==> config.mk <==
export PLATFORM = sky130hd
export DESIGN_NAME = uart_rxq
export DESIGN_NICKNAME = d
export VERILOG_FILES = /design/src/rtl/rxq_pkg.sv /design/src/rtl/rxq_store.sv /design/src/rtl/rxq_char_timer.sv /design/src/rtl/rxq_ctl.sv /design/src/rtl/uart_rxq.sv
export SDC_FILE = /design/constraint.sdc
export NUM_CORES = 1
export LEC_CHECK = 0
export ABC_AREA = 1
export BUFFER_PORTS_ARGS = -buffer_cell sky130_fd_sc_hd__buf_2
export CAP_MARGIN = 40
export CORE_ASPECT_RATIO = 1.1
export CORE_UTILIZATION = 30
export CTS_BUF_LIST = sky130_fd_sc_hd__clkbuf_16
export CTS_CLUSTER_DIAMETER = 30
export DETAILED_ROUTE_END_ITERATION = 8
export MAX_ROUTING_LAYER = met4
export PLACE_DENSITY_LB_ADDON = 0.25
export SLEW_MARGIN = 10
export SYNTH_ARGS = -nofsm -noshare
export SYNTH_HDL_FRONTEND = slang
export SYNTH_SLANG_ARGS = --single-unit
==> constraint.sdc <==
create_clock -name clk -period 5.5 [get_ports clk]
set_input_delay 0.825 -clock clk [delete_from_list [all_inputs] [get_ports clk]]
set_output_delay 0.825 -clock clk [all_outputs]
set_load 0.05 [all_outputs]
==> src/rtl/rxq_pkg.sv <==
package rxq_pkg;

  typedef enum logic [1:0] {
    TRIG_1  = 2'b00,
    TRIG_4  = 2'b01,
    TRIG_8  = 2'b10,
    TRIG_14 = 2'b11
  } trig_sel_e;

  localparam int CTL_EN_BIT  = 0;
  localparam int CTL_RXR_BIT = 1;
  localparam int CTL_TXR_BIT = 2;
  localparam int MAX_FRAME_BITS = 12;

  function automatic logic [4:0] trig_level(input trig_sel_e sel);
    case (sel)
      TRIG_1:  return 5'd1;
      TRIG_4:  return 5'd4;
      TRIG_8:  return 5'd8;
      default: return 5'd14;
    endcase
  endfunction

  // start + data + optional parity + stop
  function automatic logic [3:0] frame_bits(input logic [3:0] fmt);
    logic [3:0] n;
    n = 4'd6 + {2'b00, fmt[1:0]};
    n = n + {3'b000, fmt[3]};
    n = n + (fmt[2] ? 4'd2 : 4'd1);
    return n;
  endfunction

endpackage

==> src/rtl/rxq_store.sv <==
module rxq_store #(
  parameter int DEPTH = 16,
  parameter int DW    = 8
) (
  input  logic                      clk,
  input  logic                      rst_n,
  input  logic                      clr,
  input  logic                      push,
  input  logic                      pop,
  input  logic [DW-1:0]             wdata,
  output logic [DW-1:0]             head,
  output logic [$clog2(DEPTH):0]    level,
  output logic                      full,
  output logic                      empty
);
  localparam int AW = $clog2(DEPTH);
  localparam int CW = AW + 1;
  localparam logic [AW-1:0] LAST = AW'(DEPTH - 1);

  logic [AW-1:0] wr_q, wr_d, rd_q, rd_d;
  logic [CW-1:0] lvl_q, lvl_d;
  logic [DW-1:0] mem_q [DEPTH];

  always_comb begin
    wr_d  = wr_q;
    rd_d  = rd_q;
    lvl_d = lvl_q;
    if (clr) begin
      wr_d  = '0;
      rd_d  = '0;
      lvl_d = '0;
    end else begin
      if (push) wr_d = (wr_q == LAST) ? '0 : wr_q + 1'b1;
      if (pop)  rd_d = (rd_q == LAST) ? '0 : rd_q + 1'b1;
      case ({push, pop})
        2'b10:   lvl_d = lvl_q + 1'b1;
        2'b01:   lvl_d = lvl_q - 1'b1;
        default: lvl_d = lvl_q;
      endcase
    end
  end

  always_ff @(posedge clk or negedge rst_n) begin
    if (!rst_n) begin
      wr_q  <= '0;
      rd_q  <= '0;
      lvl_q <= '0;
    end else begin
      wr_q  <= wr_d;
      rd_q  <= rd_d;
      lvl_q <= lvl_d;
    end
  end

  always_ff @(posedge clk) begin
    if (push && !clr) mem_q[wr_q] <= wdata;
  end

  assign head  = mem_q[rd_q];
  assign level = lvl_q;
  assign full  = (lvl_q == CW'(DEPTH));
  assign empty = (lvl_q == '0);

  // never above capacity
  a_r4_level_bound: assert property (@(posedge clk) disable iff (!rst_n)
    lvl_q <= CW'(DEPTH));
  // the caller never writes into a full store without freeing a slot
  a_r4_no_write_full: assert property (@(posedge clk) disable iff (!rst_n)
    (full && push && !clr) |-> pop);
  // simultaneous push and pop hold the level
  a_r12_level_hold: assert property (@(posedge clk) disable iff (!rst_n)
    (push && pop && !clr) |=> (level == $past(level)));
endmodule

==> src/rtl/rxq_char_timer.sv <==
module rxq_char_timer #(
  parameter int CHARS = 4
) (
  input  logic       clk,
  input  logic       rst_n,
  input  logic       tick,
  input  logic       restart,
  input  logic       run,
  input  logic [3:0] fbits,
  output logic       fire
);
  localparam int TW = $clog2(rxq_pkg::MAX_FRAME_BITS * CHARS + 1);

  logic [TW-1:0] cnt_q, cnt_d, lim;

  assign lim  = TW'(fbits) * TW'(CHARS);
  assign fire = run && !restart && tick && (cnt_q >= lim - 1'b1);

  always_comb begin
    cnt_d = cnt_q;
    if (restart || !run)  cnt_d = '0;
    else if (fire)        cnt_d = '0;
    else if (tick)        cnt_d = cnt_q + 1'b1;
  end

  always_ff @(posedge clk or negedge rst_n) begin
    if (!rst_n) cnt_q <= '0;
    else        cnt_q <= cnt_d;
  end

  // any push or pop starts the count from zero
  a_r6_restart_zero: assert property (@(posedge clk) disable iff (!rst_n)
    restart |=> (cnt_q == '0));
  // an idle timer does not advance
  a_r6_idle_hold: assert property (@(posedge clk) disable iff (!rst_n)
    (run && !restart && !tick) |=> (cnt_q == $past(cnt_q)));
endmodule

==> src/rtl/rxq_ctl.sv <==
module rxq_ctl
  import rxq_pkg::*;
(
  input  logic      clk,
  input  logic      rst_n,
  input  logic      ctl_wr,
  input  logic [7:0] ctl_wdata,
  output logic      fifo_en,
  output trig_sel_e trig_sel,
  output logic      rx_clr,
  output logic      tx_clr
);
  logic      en_q, en_d;
  trig_sel_e sel_q, sel_d;
  logic      toggle;
  logic      ctl_unused;

  assign ctl_unused = ^ctl_wdata[5:3];
  assign toggle = ctl_wr && (ctl_wdata[CTL_EN_BIT] != en_q);
  assign rx_clr = (ctl_wr && ctl_wdata[CTL_RXR_BIT]) || toggle;
  assign tx_clr = (ctl_wr && ctl_wdata[CTL_TXR_BIT]) || toggle;

  always_comb begin
    en_d  = en_q;
    sel_d = sel_q;
    if (ctl_wr) begin
      en_d  = ctl_wdata[CTL_EN_BIT];
      sel_d = trig_sel_e'(ctl_wdata[7:6]);
    end
  end

  always_ff @(posedge clk or negedge rst_n) begin
    if (!rst_n) begin
      en_q  <= 1'b0;
      sel_q <= TRIG_1;
    end else begin
      en_q  <= en_d;
      sel_q <= sel_d;
    end
  end

  assign fifo_en  = en_q;
  assign trig_sel = sel_q;

  // a change of the enable bit always flushes both queues
  a_r9_toggle_flush: assert property (@(posedge clk) disable iff (!rst_n)
    (ctl_wr && (ctl_wdata[CTL_EN_BIT] != fifo_en)) |-> (rx_clr && tx_clr));
endmodule

==> src/rtl/uart_rxq.sv <==
module uart_rxq
  import rxq_pkg::*;
#(
  parameter int DEPTH     = 16,
  parameter int DW        = 8,
  parameter int TMO_CHARS = 4
) (
  input  logic                   clk,
  input  logic                   rst_n,
  input  logic                   rx_byte_vld,
  input  logic [DW-1:0]          rx_byte,
  input  logic                   rx_brk,
  input  logic                   bit_tick,
  input  logic [3:0]             frame_fmt,
  input  logic                   ctl_wr,
  input  logic [7:0]             ctl_wdata,
  input  logic                   host_rd,
  input  logic                   lsr_rd,
  output logic [DW-1:0]          rd_byte,
  output logic                   data_ready,
  output logic                   brk_flag,
  output logic                   ovr_flag,
  output logic                   trig_hit,
  output logic                   tmo_pend,
  output logic                   fifo_on,
  output logic                   tx_flush,
  output logic [$clog2(DEPTH):0] rx_level
);
  localparam int CW = $clog2(DEPTH) + 1;

  logic          fifo_en, rx_clr;
  trig_sel_e     trig_sel;
  logic [DW-1:0] head;
  logic [CW-1:0] lvl;
  logic          full, empty;

  logic          push_evt, f_pop, f_push, f_ovr, h_load, h_ovr, empt_rd;
  logic [DW-1:0] push_val;
  logic          fire, t_run, t_restart;

  logic          hv_q, hv_d;
  logic [DW-1:0] hold_q, hold_d;
  logic          brk_q, brk_d, ovr_q, ovr_d, tmo_q, tmo_d;

  rxq_ctl u_ctl (
    .clk(clk), .rst_n(rst_n), .ctl_wr(ctl_wr), .ctl_wdata(ctl_wdata),
    .fifo_en(fifo_en), .trig_sel(trig_sel), .rx_clr(rx_clr), .tx_clr(tx_flush)
  );

  // break takes priority over a data byte in the same cycle
  assign push_evt = rx_byte_vld || rx_brk;
  assign push_val = rx_brk ? '0 : rx_byte;

  assign f_pop  = fifo_en && host_rd && !empty;
  assign f_push = fifo_en && push_evt && (!full || f_pop);
  assign f_ovr  = fifo_en && push_evt && full && !f_pop;
  assign h_load = !fifo_en && push_evt;
  assign h_ovr  = h_load && hv_q && !host_rd;
  assign empt_rd = fifo_en ? (f_pop && (lvl == CW'(1)) && !f_push)
                           : host_rd;

  rxq_store #(.DEPTH(DEPTH), .DW(DW)) u_store (
    .clk(clk), .rst_n(rst_n), .clr(rx_clr),
    .push(f_push && !rx_clr), .pop(f_pop && !rx_clr), .wdata(push_val),
    .head(head), .level(lvl), .full(full), .empty(empty)
  );

  assign t_run     = fifo_en && !empty && !tmo_q;
  assign t_restart = push_evt || host_rd || rx_clr;

  rxq_char_timer #(.CHARS(TMO_CHARS)) u_timer (
    .clk(clk), .rst_n(rst_n), .tick(bit_tick), .restart(t_restart),
    .run(t_run), .fbits(frame_bits(frame_fmt)), .fire(fire)
  );

  always_comb begin
    hv_d   = hv_q;
    hold_d = hold_q;
    brk_d  = brk_q;
    ovr_d  = ovr_q;
    tmo_d  = tmo_q;
    if (rx_clr) begin
      hv_d  = 1'b0;
      brk_d = 1'b0;
      tmo_d = 1'b0;
    end else begin
      if (h_load) begin
        hv_d   = 1'b1;
        hold_d = push_val;
      end else if (!fifo_en && host_rd) begin
        hv_d = 1'b0;
      end
      if (rx_brk)                 brk_d = 1'b1;
      else if (lsr_rd || empt_rd) brk_d = 1'b0;
      if (f_ovr || h_ovr)         ovr_d = 1'b1;
      else if (lsr_rd)            ovr_d = 1'b0;
      if (host_rd)                tmo_d = 1'b0;
      else if (fire)              tmo_d = 1'b1;
    end
    if (rx_clr && lsr_rd) ovr_d = 1'b0;
  end

  always_ff @(posedge clk or negedge rst_n) begin
    if (!rst_n) begin
      hv_q   <= 1'b0;
      hold_q <= '0;
      brk_q  <= 1'b0;
      ovr_q  <= 1'b0;
      tmo_q  <= 1'b0;
    end else begin
      hv_q   <= hv_d;
      hold_q <= hold_d;
      brk_q  <= brk_d;
      ovr_q  <= ovr_d;
      tmo_q  <= tmo_d;
    end
  end

  assign rd_byte    = fifo_en ? (empty ? '0 : head) : hold_q;
  assign data_ready = fifo_en ? !empty : hv_q;
  assign trig_hit   = fifo_en ? (int'(lvl) >= int'(trig_level(trig_sel))) : hv_q;
  assign brk_flag   = brk_q;
  assign ovr_flag   = ovr_q;
  assign tmo_pend   = tmo_q;
  assign fifo_on    = fifo_en;
  assign rx_level   = lvl;

  // a dropped byte leaves level and oldest byte unchanged
  a_r4_overrun_keeps: assert property (@(posedge clk) disable iff (!rst_n)
    (fifo_en && full && push_evt && !host_rd && !rx_clr && !ctl_wr)
      |=> (ovr_flag && rx_level == $past(rx_level) && rd_byte == $past(rd_byte)));
  // a break marks both break and data-ready
  a_r5_break_sets: assert property (@(posedge clk) disable iff (!rst_n)
    (rx_brk && !rx_clr && !ctl_wr) |=> (brk_flag && data_ready));
  // a host read always drops the pending timeout
  a_r8_read_clears_tmo: assert property (@(posedge clk) disable iff (!rst_n)
    host_rd |=> !tmo_pend);
  // a receive flush leaves nothing behind
  a_r9_flush_empty: assert property (@(posedge clk) disable iff (!rst_n)
    rx_clr |=> (rx_level == '0 && !data_ready && !brk_flag && !tmo_pend));
  // a status read drops break and overrun when nothing new arrives
  a_r11_lsr_clears: assert property (@(posedge clk) disable iff (!rst_n)
    (lsr_rd && !rx_brk && !rx_byte_vld) |=> (!brk_flag && !ovr_flag));
  // a pending timeout always has data behind it
  a_r6_pend_has_data: assert property (@(posedge clk) disable iff (!rst_n)
    tmo_pend |-> data_ready);
endmodule

* Word-level counts from Yosys, hierarchy flattened
Memory sizes are Yosys's and may differ from the RTL's.
Cells that the tools add are included.
** Word-level totals
- Flip-flop bits (word level) :: 34
- Logic and storage cells :: 123
- Memories kept :: 1
- Bits of input ports :: 28
- Output and inout port bits :: 20
- Bits in writable memories :: 128
** Memory list
- u_store.mem_q :: depth 16, bits a word 8, rd ports 1, clocked after Yosys merged registers in 0, write ports 1, RTL line rxq_store.sv:22 : logic [DW-1:0] mem_q [DEPTH];
** Operators by class
- Equality and inequality tests :: 10
- Reduce and logical (&&, ||, !) cells :: 55
- Magnitude comparators :: 2
- Multiplexer cells :: 34
- Bitwise gates (word level) :: 1
- Add/subtract/negate cells :: 9
** Operators with widths (number)
- $logic_and A1 B1 Y1 :: 24
- $mux W4 :: 6
- $mux W8 :: 3
- $mux W1 :: 18
- $mux W6 :: 3
- $reduce_bool A3 Y1 :: 6
- $pmux W4 S3 :: 1
- $logic_not A1 Y1 :: 10
- $pmux W5 S2 :: 1
- $logic_or A1 B1 Y1 :: 9
- $add A4 B1 Y4 const B :: 2
- $eq A4 B4 Y1 const B :: 2
- $add A6 B1 Y6 const B :: 1
- $ge A6 B6 Y1 :: 1
- $sub A6 B1 Y6 const B :: 1
- $add A5 B1 Y5 const B :: 1
- $eq A5 B1 Y1 const B :: 1
- $eq A5 B5 Y1 const B :: 1
- $ge A5 B5 Y1 :: 1
- $logic_not A5 Y1 :: 1
- $mux W5 :: 1
- $sub A5 B1 Y5 const B :: 1
- $add A3 B2 Y4 const A :: 1
- $add A4 B1 Y4 :: 1
- 10 further kinds :: 14

* Longest topological paths before layout
Gate-level depths: netlist of run 1.
- Depth in word-level cells :: 12
- Gate-level depth with buffers :: 16
- Depth with buffers taken out :: 16

* Hierarchy
Synthesis of run 1 repeated with hierarchy kept, for this count alone.
** Second synthesis, totals
- Cell total of the unflattened synthesis :: 768
- Area, all modules :: 7618.6 sq um
** Modules (own cells, without submodules)
- rxq_store :: cells each 530, times used 1, seq. area each 4169.0 sq um, area each 5977.0 sq um
- uart_rxq :: cells each 149, times used 1, seq. area each 300.3 sq um, area each 985.9 sq um
- rxq_char_timer :: cells each 68, times used 1, seq. area each 150.1 sq um, area each 491.7 sq um
- rxq_ctl :: cells each 21, times used 1, seq. area each 75.1 sq um, area each 163.9 sq um

* Least setup slack after synthesis of run 1
Ideal clock, no wire load.
- Path kind :: input port to flip-flop
- Start point :: input port frame_fmt[0]
- End point :: register u_timer.cnt_q[0]
- Path buffers :: 0
- Setup time :: 65 ps
- Setup slack :: 2709 ps
- Stages :: 12
- Data required time :: 5435 ps
- Arrival time :: 2725 ps
- Path through :: fa_1 ha_1 inv_1 ha_1 ha_1 nand2_1 inv_1 o21ai_0 nand3_1 nor2_4 nand2_1 nand2_1
** Between the ends
- Longest elaborated chain between the ends :: 8
- Elaborated cells between the ends (all ways) :: 9
- Classes of those cells :: add/sub: 4; order compare: 1; mux: 2; reduce/logical: 2
** Ends and longest elaborated chain
- from (decl) :: RTL line uart_rxq.sv:14 : input logic [3:0] frame_fmt,
- $add A3 B2 Y4 (*) :: RTL line rxq_pkg.sv:27 : n = 4'd6 + {2'b00, fmt[1:0]};
- $add A4 B1 Y4 (*) :: RTL line rxq_pkg.sv:28 : n = n + {3'b000, fmt[3]};
- $add A4 B2 Y4 (*) :: RTL line rxq_pkg.sv:29 : n = n + (fmt[2] ? 4'd2 : 4'd1);
- $sub A6 B1 Y6 (*) :: RTL line rxq_char_timer.sv:17 : assign fire = run && !restart && tick && (cnt_q >= lim - 1'b1);
- $ge A6 B6 Y1 (*) :: RTL line rxq_char_timer.sv:17
- $logic_and A1 B1 Y1 (*) :: RTL line rxq_char_timer.sv:17
- $mux W6 :: RTL line rxq_char_timer.sv:22 : else if (fire) cnt_d = '0;
- $mux W6 :: RTL line rxq_char_timer.sv:21 : if (restart || !run) cnt_d = '0;
- to (signal assigned) :: RTL line rxq_char_timer.sv:28 : else cnt_q <= cnt_d;
- to (decl) :: RTL line rxq_char_timer.sv:14 : logic [TW-1:0] cnt_q, cnt_d, lim;
Mark *: on every way between the ends. The rest lies on a longest branch, timed or not.
A chain may end at the register's enable or synchronous reset.

* Final worst setup path of run 1
- Start point :: register u_store.rd_q[0]
- End point :: output port rd_byte[3]
** Between the ends
- Longest elaborated chain between the ends :: 3
** Ends and longest elaborated chain
- from (decl) :: RTL line rxq_store.sv:20 : logic [AW-1:0] wr_q, wr_d, rd_q, rd_d;
- from (signal assigned) :: RTL line rxq_store.sv:50 : rd_q <= rd_d;
- $mem_v2 Z16 W8
- $mux W8 (2 in a row) :: RTL line uart_rxq.sv:119 : assign rd_byte = fifo_en ? (empty ? '0 : head) : hold_q;
- to (decl) :: RTL line uart_rxq.sv:19 : output logic [DW-1:0] rd_byte,
No other way between the ends.

==> results of run 1 <==
## state kept, by name, indices dropped and copies added (netlist names), 2 cells and up
name and flops:
hold_q 8, u_store.wr_q 4, u_ctl.trig_sel 2, u_store.rd_q 4
u_store.mem_q 128, u_store.level 5, u_timer.cnt_q 6
## layout make-up
type,instances,area [um^2],area share [%]
Clock inverter,15,151,1.69
Inverter,74,280,3.14
Multi-Input combinational cell,516,2580,28.9
Clock buffer,17,425,4.76
Sequential cell,162,4700,52.6
Tap cell,346,433,4.85
Timing Repair Buffer,59,362,4.05
## power groups by stage
stage               sequential, W  clock (W)  combinational (W)
global route              0.00147    0.00122           0.000940
floorplan                 0.00150          0           0.000608
CTS                       0.00146    0.00118           0.000856
global placement          0.00149          0           0.000840
finish                    0.00146    0.00116           0.000847
detailed placement        0.00149          0           0.000853
## worst paths after layout
check	end	slack, ns	cells past startpoint
max	rd_byte[3]	1.85	10
min	u_ctl.fifo_en$_DFFE_PN0P_	0.32	1
max reg2reg	u_store.mem_q[9][4]$_DFFE_PP_	2.81	7
min reg2reg	hold_q[7]$_DFFE_PN0P_	0.53	2
max in group asynchronous	u_store.rd_q[0]$_DFFE_PN0P_	4.70	2
min in group clk	hold_q[7]$_DFFE_PN0P_	0.53	2
## metal layers
metal	global-route usage, %	wire length, um	vias to the layer above
met2	24.5	8960	96
li1	-	-	2687
met5	-	0	-
met1	18.1	8150	2488
met4	4.95	274	0
met3	2.75	720	8
## Yosys cell counts
cell type	n	area share (%)
nor2_1	61	3.0
buf_6	2	0.29
buf_2	16	1.0
nand3_1	81	5.3
nand2_4	4	0.58
buf_1	2	0.097
nand3_2	2	0.26
nand2_2	6	0.49
o21ai_0	32	2.1
nand2_1	242	12
o21ai_1	7	0.45
o211ai_1	8	0.78
a21oi_1	6	0.39
inv_2	7	0.34
xnor2_1	4	0.45
o21bai_1	2	0.19
nor3_1	5	0.32
nand3b_1	6	0.58
o31ai_1	1	0.097
nor3_4	1	0.21
edfxtp_1	128	50
xor2_1	11	1.2
ha_1	21	3.4
o22ai_1	4	0.32
nand4_1	4	0.32
clkbuf_1	4	0.19
inv_1	66	3.2
dfrtp_1	34	11
inv_4	1	0.081
fa_1	1	0.26
nor2_4	7	1.0
buf_4	4	0.39
## through the flow
stage	setup slack, ns	std cells	total power (W)
finish	1.85	1189	0.00347
CTS	1.81	1188	0.00350
floorplan	2.71	780	0.00211
global route	1.54	1189	0.00363
global placement	2.10	1153	0.00233
detailed placement	2.26	1156	0.00234
## critical path, delay by kind of cell (launching register included)
family | cells | cell delay [ns]
buf+inv | 2 | 0.79
flops | 1 | 0.80
simple gates | 8 | 0.80
## logic make-up (layout without fill, tap and decap cells)
group,after synthesis,count (layout),share of synthesized area (%)
AND/OR/NAND/NOR,419,419,23.8
XOR/XNOR,15,15,1.70
AO/OA/AOI/OAI,60,60,4.32
buffers and inverters,102,165,5.65
flip-flops,162,162,60.9
adder cells (fa/ha/maj),22,22,3.67
==> results.cfg, run 1 <==
[pwr]
power_density_mw_per_mm2 = 388
swShare_pct = 33.2
p_leak_nw = 3.78
max-vdd-ir-drop_v = 0.000328
p_seq_share_pct = 42.2
p_comb_share_pct = 24.4
switchingPower_w = 0.00115
power.internal_w = 0.00231
pwr-share-clk_pct = 33.4

[placed_design]
dpl.hpwl_um = 12200
placed_area_mm2 = 0.00835
gp_congestion = 0.798
io_buffers = 44

[yosys]
netlist_instances = 780
synth.avg_cell_area_um2 = 9.89
ys_seq_area_share_pct = 60.9
syn_nets = 830
synth_seq_cells = 162
syn_area_mm2 = 0.00771
yosys_warnings = 0
synth_cell_types = 32

[grt]
grt_max_degree = 45
antenna_found_initial = 0
grt_pass1_vias = 5038
grt_pass1_wl_um = 27900
overflow = 0
grt_use_total_pct = 14.8

[timing]
skew_ns = 0.0145
fin_setup_tns_ns = 0
fin_hold_ws_ns = 0.320
final_hold_viol_count = 0
fin_crit_ns = 3.65
slew_viol_final = 0
worstMarginPinSlew_ns = 0.818
setup_viol = 0
fin_crit_sh_pct = 66.4
rsz0062_at_grt = no
relSlewSlack_pct = 45.3
fmax_ghz = 0.274

[cells_and_area]
layout.nets = 880
final_common_cell = nand2_1
stdcell_area_mm2 = 0.00893
areaGrowthSynthToFinish_pct = 15.8
post_route_cells_drive_above_1_share_pct = 13.6
fillers = 2536
finalCoreUtilization_pct = 35.4
final_cell_mix = nand2_1 (242), edfxtp_1 (128), nand3_1 (81)
diodes = 0

[status]
status = complete, no violations

[setup_path]
setup.worst_path.start = u_store.rd_q[0]$_DFFE_PN0P_
cpMostUsedCell = nand2_1
critPathMaxFanout = 44
critPathMaxStageDelay_ns = 0.80
endpoint_kind = primary output
critPathSlowestCell = dfrtp_2
timing.rr.start = u_store.level[0]$_DFFE_PN0P_
cp.required_ns = 4.68
arrival_ns = 2.83
start_kind = flip-flop
crit_type = flip-flop to primary output
path_cells = buf_4, nand2_1, nand2_1, nand2_1, nand3_1, nand3b_1, nand2_1, nand2_1, nand2_1, buf_2

[detailed_routing]
wire_per_inst_um = 15.2
vias = 5279
ant_nets = 0
avgViaCountPerCell = 4.44
drc = 0
drt-total-wl_um = 18100
drt_first_pass_iters = 4
drt_iter0_markers = 339

[die]
start_util_pct = 30.5
rows = 61
die_area_mm2 = 0.0264
die_w_um = 155
fp.coreArea_mm2 = 0.0253
ios = 48
die_y_um = 170

[clock_tree]
clk_pin_slew_ns = 0.06
cts.sinks = 162
root_buffer = clkbuf_16
cts_tree = built
cts_hold_buf = 0
postCtsSetupRepairBufs = 0
cts_repair_resize_count = 0
htreeDepth = 4
clock_latency_ns = 0.42
clk_path_buf_depth = 2
cts_buffers = 17

[min_path]
hold_class = input pin to async pin

[flow_run]
maxCapViolations = 0
Power figures use the tool's default switching activity.
==> run 2: changes to the inputs <==
==> constraint.sdc (replaced) <==
create_clock -name clk -period 3.52 [get_ports clk]
set_input_delay 0.528 -clock clk [delete_from_list [all_inputs] [get_ports clk]]
set_output_delay 0.528 -clock clk [all_outputs]
set_load 0.05 [all_outputs]
==> run 2 against run 1 <==
Sequential share of layout area decreased by 0.15 points. Via count increased by 2.2%. Sequential power increased by 54%. Cell count increased by 0.50%. Sequential cell count unchanged. Setup slack got worse by 1.3 ns. Die area unchanged. Global-route usage increased by 0.65 points. Critical path type unchanged. Critical endpoint is now rd_byte[2]. Highest routed layer unchanged.
==> results.cfg, run 2 (synthesis results as in run 1) <==
[setup_path]
arrival_ns = 2.48
start_kind = flip-flop
endpoint_kind = primary output
crit_family = flip-flops
critPathMaxStageDelay_ns = 0.70
cpMostUsedCell = nand2_1
cp.required_ns = 2.99
crit_type = flip-flop to primary output
cp.buffers_inverters = 2
timing.rr.start = u_store.level[0]$_DFFE_PN0P_
setup.worst_path.start = u_store.rd_q[1]$_DFFE_PN0P_
critPathMaxFanout = 25
critPathSlowestCell = dfrtp_1
path_cells = inv_2, nor2_1, o21ai_0, nand3_1, nand2_1, nand2_1, nand2_1, nand2_1, buf_2

[detailed_routing]
avgViaCountPerCell = 4.51
drt_iter0_markers = 323
drt_first_pass_iters = 5
ant_nets = 0
wire_per_inst_um = 15.5
drc = 0
vias = 5393
drt-total-wl_um = 18600

[die]
die_w_um = 155
die_y_um = 170
rows = 61
ios = 48
start_util_pct = 30.5
die_area_mm2 = 0.0264
fp.coreArea_mm2 = 0.0253

[clock_tree]
clk_pin_slew_ns = 0.06
postCtsSetupRepairBufs = 0
cts_repair_resize_count = 0
cts.sinks = 162
htreeDepth = 4
cts_hold_buf = 0
root_buffer = clkbuf_16
cts_tree = built
clock_latency_ns = 0.42
clk_path_buf_depth = 2
cts_buffers = 17

[cells_and_area]
layout.nets = 886
fillers = 2561
largest_reg_flops = 128
diodes = 0
final_common_cell = nand2_1
final_cells = 1195
post_route_cells_drive_above_1_share_pct = 14.1
final_cell_mix = nand2_1 (242), edfxtp_1 (128), nand3_1 (81)
reg_top3 = u_store.mem_q: 128 flops, hold_q: 8 flops, u_timer.cnt_q: 6 flops
final-seq-area_mm2 = 0.00470
areaGrowthSynthToFinish_pct = 16.1
top_register = u_store.mem_q
multi_input_area_mm2 = 0.00258

[grt]
grt_max_degree = 82
antenna_found_initial = 0
grt_use_total_pct = 15.4
grt_pass1_wl_um = 29200
grt_pass1_vias = 5305
overflow = 0

[placed_design]
gp_congestion = 0.842
dp.cells = 1163
dpl.hpwl_um = 12300
io_buffers = 44

[timing]
relSlewSlack_pct = 43.3
fin_crit_sh_pct = 85.5
rsz0062_at_grt = no
worstMarginPinSlew_ns = 0.848
fin_setup_tns_ns = 0
fmax_ghz = 0.332
skew_ns = 0.00570
slew_viol_final = 0
setup_viol = 0
fin_crit_ns = 3.01
final_hold_viol_count = 0

[pwr]
p_leak_nw = 3.80
max-vdd-ir-drop_v = 0.000531
power_w = 0.00538
power_density_mw_per_mm2 = 600

[status]
status = complete, no violations

[flow_run]
maxCapViolations = 0

[min_path]
hold_class = input pin to async pin
==> run 2: cell count changes in the layout (fill, tap and decap cells not counted), sizes merged <==
cell and change:
buf +6, clkinvlp +1, bufinv -1, inv +3, clkinv -3
==> run 2: routing by layer <==
layer / vias up / share of wire [%] / track usage, %
li1: 2700 / - / -
met1: 2558 / 46 / 18.9
met2: 98 / 48 / 25.0
met3: 37 / 2.6 / 2.57
met4: 0 / 3.1 / 6.84
met5: - / 0 / -
==> run 2: cell type report <==
cell class                      instances  share of cell area [%]
Sequential cell                       162                    52.4
Multi-Input combinational cell        516                    28.9
Tap cell                              346                    4.83
Clock buffer                           17                    4.75
Timing Repair Buffer                   65                    4.58
Inverter                               74                    3.13
Clock inverter                         15                    1.42
==> run 2: where the power goes <==
group	internal [W]	total (W)	switching [W]
clock network	0.00102	0.00175	0.000725
registers	0.00214	0.00225	0.000112
logic	0.000384	0.00137	0.000990
==> run 2: worst register-to-register path: stages (launching register included) <==
cell     delay, ns
dfrtp_1       0.47
inv_1         0.14
ha_1          0.29
nand4_1       0.19
nand2_4       0.14
nor2_4        0.20
nand2_1       0.20
nor2_1        0.69
==> run 2: stage by stage <==
stage | utilization [%] | setup slack [ns] | cell area (um^2) | hold WS, ns
after global placement | 33.1 | 0.695 | 8370 | 0.519
after floorplan | - | 0.903 | 7710 | 0.232
after CTS | 35.5 | 0.502 | 8960 | 0.00857
final | 35.5 | 0.509 | 8960 | 0.00909
after detailed placement | 33.3 | 0.677 | 8400 | 0.463
after global routing | 35.5 | 0.358 | 8960 | 0.0230
==> run 2: worst paths after layout <==
path | to | cells after the start | slack (ns)
max in group asynchronous | u_store.rd_q[0]$_DFFE_PN0P_ | 2 | 3.03
min in group clk | u_ctl.trig_sel[1]$_DFFE_PN0P_ | 3 | 0.31
worst min-delay path | u_ctl.trig_sel[1]$_DFFE_PN0P_ | 1 | 0.009
worst max-delay path | rd_byte[2] | 9 | 0.51
worst max register to register | u_store.mem_q[4][2]$_DFFE_PP_ | 7 | 0.83
worst min register to register | ovr_flag$_DFFE_PN0P_ | 2 | 0.53
==> run 3: changes to the inputs <==
==> constraint.sdc (replaced) <==
create_clock -name clk -period 3.2 [get_ports clk]
set_input_delay 0.48 -clock clk [delete_from_list [all_inputs] [get_ports clk]]
set_output_delay 0.48 -clock clk [all_outputs]
set_load 0.05 [all_outputs]
==> run 3 against run 2 <==
Clock-buffer cell count unchanged. Largest cell class unchanged. Largest power group unchanged. Cell area increased by 1.0%. First-iteration DRC count increased by 11%. Cell count increased by 0.67%. Sequential share of layout area decreased by 0.54 points. Power increased by 12%.
==> results.cfg, run 3 (synthesis results as in run 1) <==
[status]
status = complete, no violations

[clock_tree]
clock_latency_ns = 0.43
clk_path_buf_depth = 2
cts_buffers = 17
cts.sinks = 162
htreeDepth = 4
cts_tree = built
root_buffer = clkbuf_16
clk_pin_slew_ns = 0.06
postCtsSetupRepairBufs = 0

[timing]
slew_viol_final = 0
final_hold_viol_count = 0
setup_viol = 0
fin_crit_ns = 2.77
rsz0062_at_grt = no
skew_ns = 0.00606
worstMarginPinSlew_ns = 0.549
fin_ws_ns = 0.430
fin_setup_tns_ns = 0
relSlewSlack_pct = 63.3
fin_crit_sh_pct = 86.6
fmax_ghz = 0.361

[setup_path]
endpoint_kind = primary output
arrival_ns = 2.29
cp.required_ns = 2.72
crit_type = flip-flop to primary output
critPathSlowestCell = dfrtp_1
critPathMaxStageDelay_ns = 0.52
path_cells = inv_2, nand2_1, nand3_1, nand3b_1, nand2_1, nand2_1, nand2_1, buf_2
cp.buffers_inverters = 2
cpMostUsedCell = nand2_1
start_kind = flip-flop
critPathMaxFanout = 25
crit_family = buffers and inverters

[cells_and_area]
reg_top3 = u_store.mem_q: 128 flops, hold_q: 8 flops, u_timer.cnt_q: 6 flops
multi_input_area_mm2 = 0.00258
areaGrowthSynthToFinish_pct = 17.4
fillers = 2540
top_register = u_store.mem_q
final_common_cell = nand2_1
post_route_cells_drive_above_1_share_pct = 15.2
largest_reg_flops = 128
layout.nets = 895
final_cell_mix = nand2_1 (242), edfxtp_1 (128), nand3_1 (81)
diodes = 0
final-seq-area_mm2 = 0.00470

[flow_run]
maxCapViolations = 0

[die]
die_w_um = 155
rows = 61
die_y_um = 170
ios = 48
start_util_pct = 30.5
fp.coreArea_mm2 = 0.0253
die_area_mm2 = 0.0264

[detailed_routing]
drc = 0
ant_nets = 0
drt_iter0_markers = 360
drt-total-wl_um = 18600
drt_first_pass_iters = 4
vias = 5418
avgViaCountPerCell = 4.50
wire_per_inst_um = 15.5

[grt]
grt_pass1_vias = 5156
overflow = 0
antenna_found_initial = 0
grt_max_degree = 82
grt_use_total_pct = 15.4
grt_pass1_wl_um = 29000

[pwr]
max-vdd-ir-drop_v = 0.000577
power_w = 0.00601
p_leak_nw = 3.86
power_density_mw_per_mm2 = 664

[placed_design]
dpl.hpwl_um = 12200
dp_slack_ns = 0.427
gp_congestion = 0.825
io_buffers = 44

[min_path]
hold_class = input pin to flip-flop
## run 3: cell count changes in the layout (fill, tap and decap cells not counted), sizes merged
| cell | before | now |
|---|---|---|
| inv | 79 | 76 |
| buf | 65 | 73 |
| clkinv | 5 | 6 |
| bufinv | 2 | 3 |
| dlygate4sd3 | 0 | 1 |
## run 3: stage by stage
stage               hold slack (ns)  util (%)  area, um^2  instances
floorplan                     0.184         -        7710        780
finish                        0.259      35.8        9050       1203
global placement              0.513      33.4        8450       1170
detailed placement            0.401      33.5        8470       1171
CTS                           0.244      35.8        9050       1203
global route                  0.256      35.8        9050       1203
## run 3: path summary, 6_finish.rpt
path | slack (ns) | cells past startpoint | end | startpoint
hold / removal | 0.26 | 3 | u_ctl.trig_sel[1]$_DFFE_PN0P_ | ctl_wdata[7]
hold reg to reg | 0.53 | 2 | ovr_flag$_DFFE_PN0P_ | ovr_flag$_DFFE_PN0P_
setup reg to reg | 0.85 | 8 | u_store.mem_q[6][6]$_DFFE_PP_ | u_store.level[0]$_DFFE_PN0P_
min in group asynchronous | 0.48 | 2 | u_ctl.trig_sel[0]$_DFFE_PN0P_ | rst_n
setup / recovery | 0.43 | 8 | rd_byte[0] | u_store.rd_q[1]$_DFFE_PN0P_
max in group asynchronous | 2.27 | 3 | u_store.rd_q[0]$_DFFE_PN0P_ | rst_n
## run 3: final cells by class
class	instances	share of cell area [%]
clock buffer	17	4.70
clock inverter	14	1.65
inverter	74	3.10
multi-input combinational	516	28.5
sequential	162	51.9
tap	346	4.78
timing repair buffer	74	5.36
## run 3: worst register-to-register path: stages, from the launching register on
cell	delay, ns
dfrtp_1	0.47
inv_1	0.15
ha_1	0.29
nand4_1	0.18
nand2_4	0.14
nor2_4	0.19
nand2_1	0.19
nor2_1	0.24
buf_4	0.20
## run 3: metal layers
metal | share of wire [%] | GRT usage [%]
met4 | 2.5 | 6.28
met1 | 46 | 19.0
met3 | 3.0 | 2.93
met5 | 0 | -
met2 | 49 | 24.8
## run 3: power breakdown
part / switching, W / internal [W] / total (W)
clock: 0.000797 / 0.00120 / 0.00200
sequential: 0.000117 / 0.00236 / 0.00247
combinational: 0.00110 / 0.000434 / 0.00154
## run 3: timing repair
action	in CTS	in global routing
endpoints found under the hold margin	12	0
gates resized for setup	0	0
hold buffers	1	0
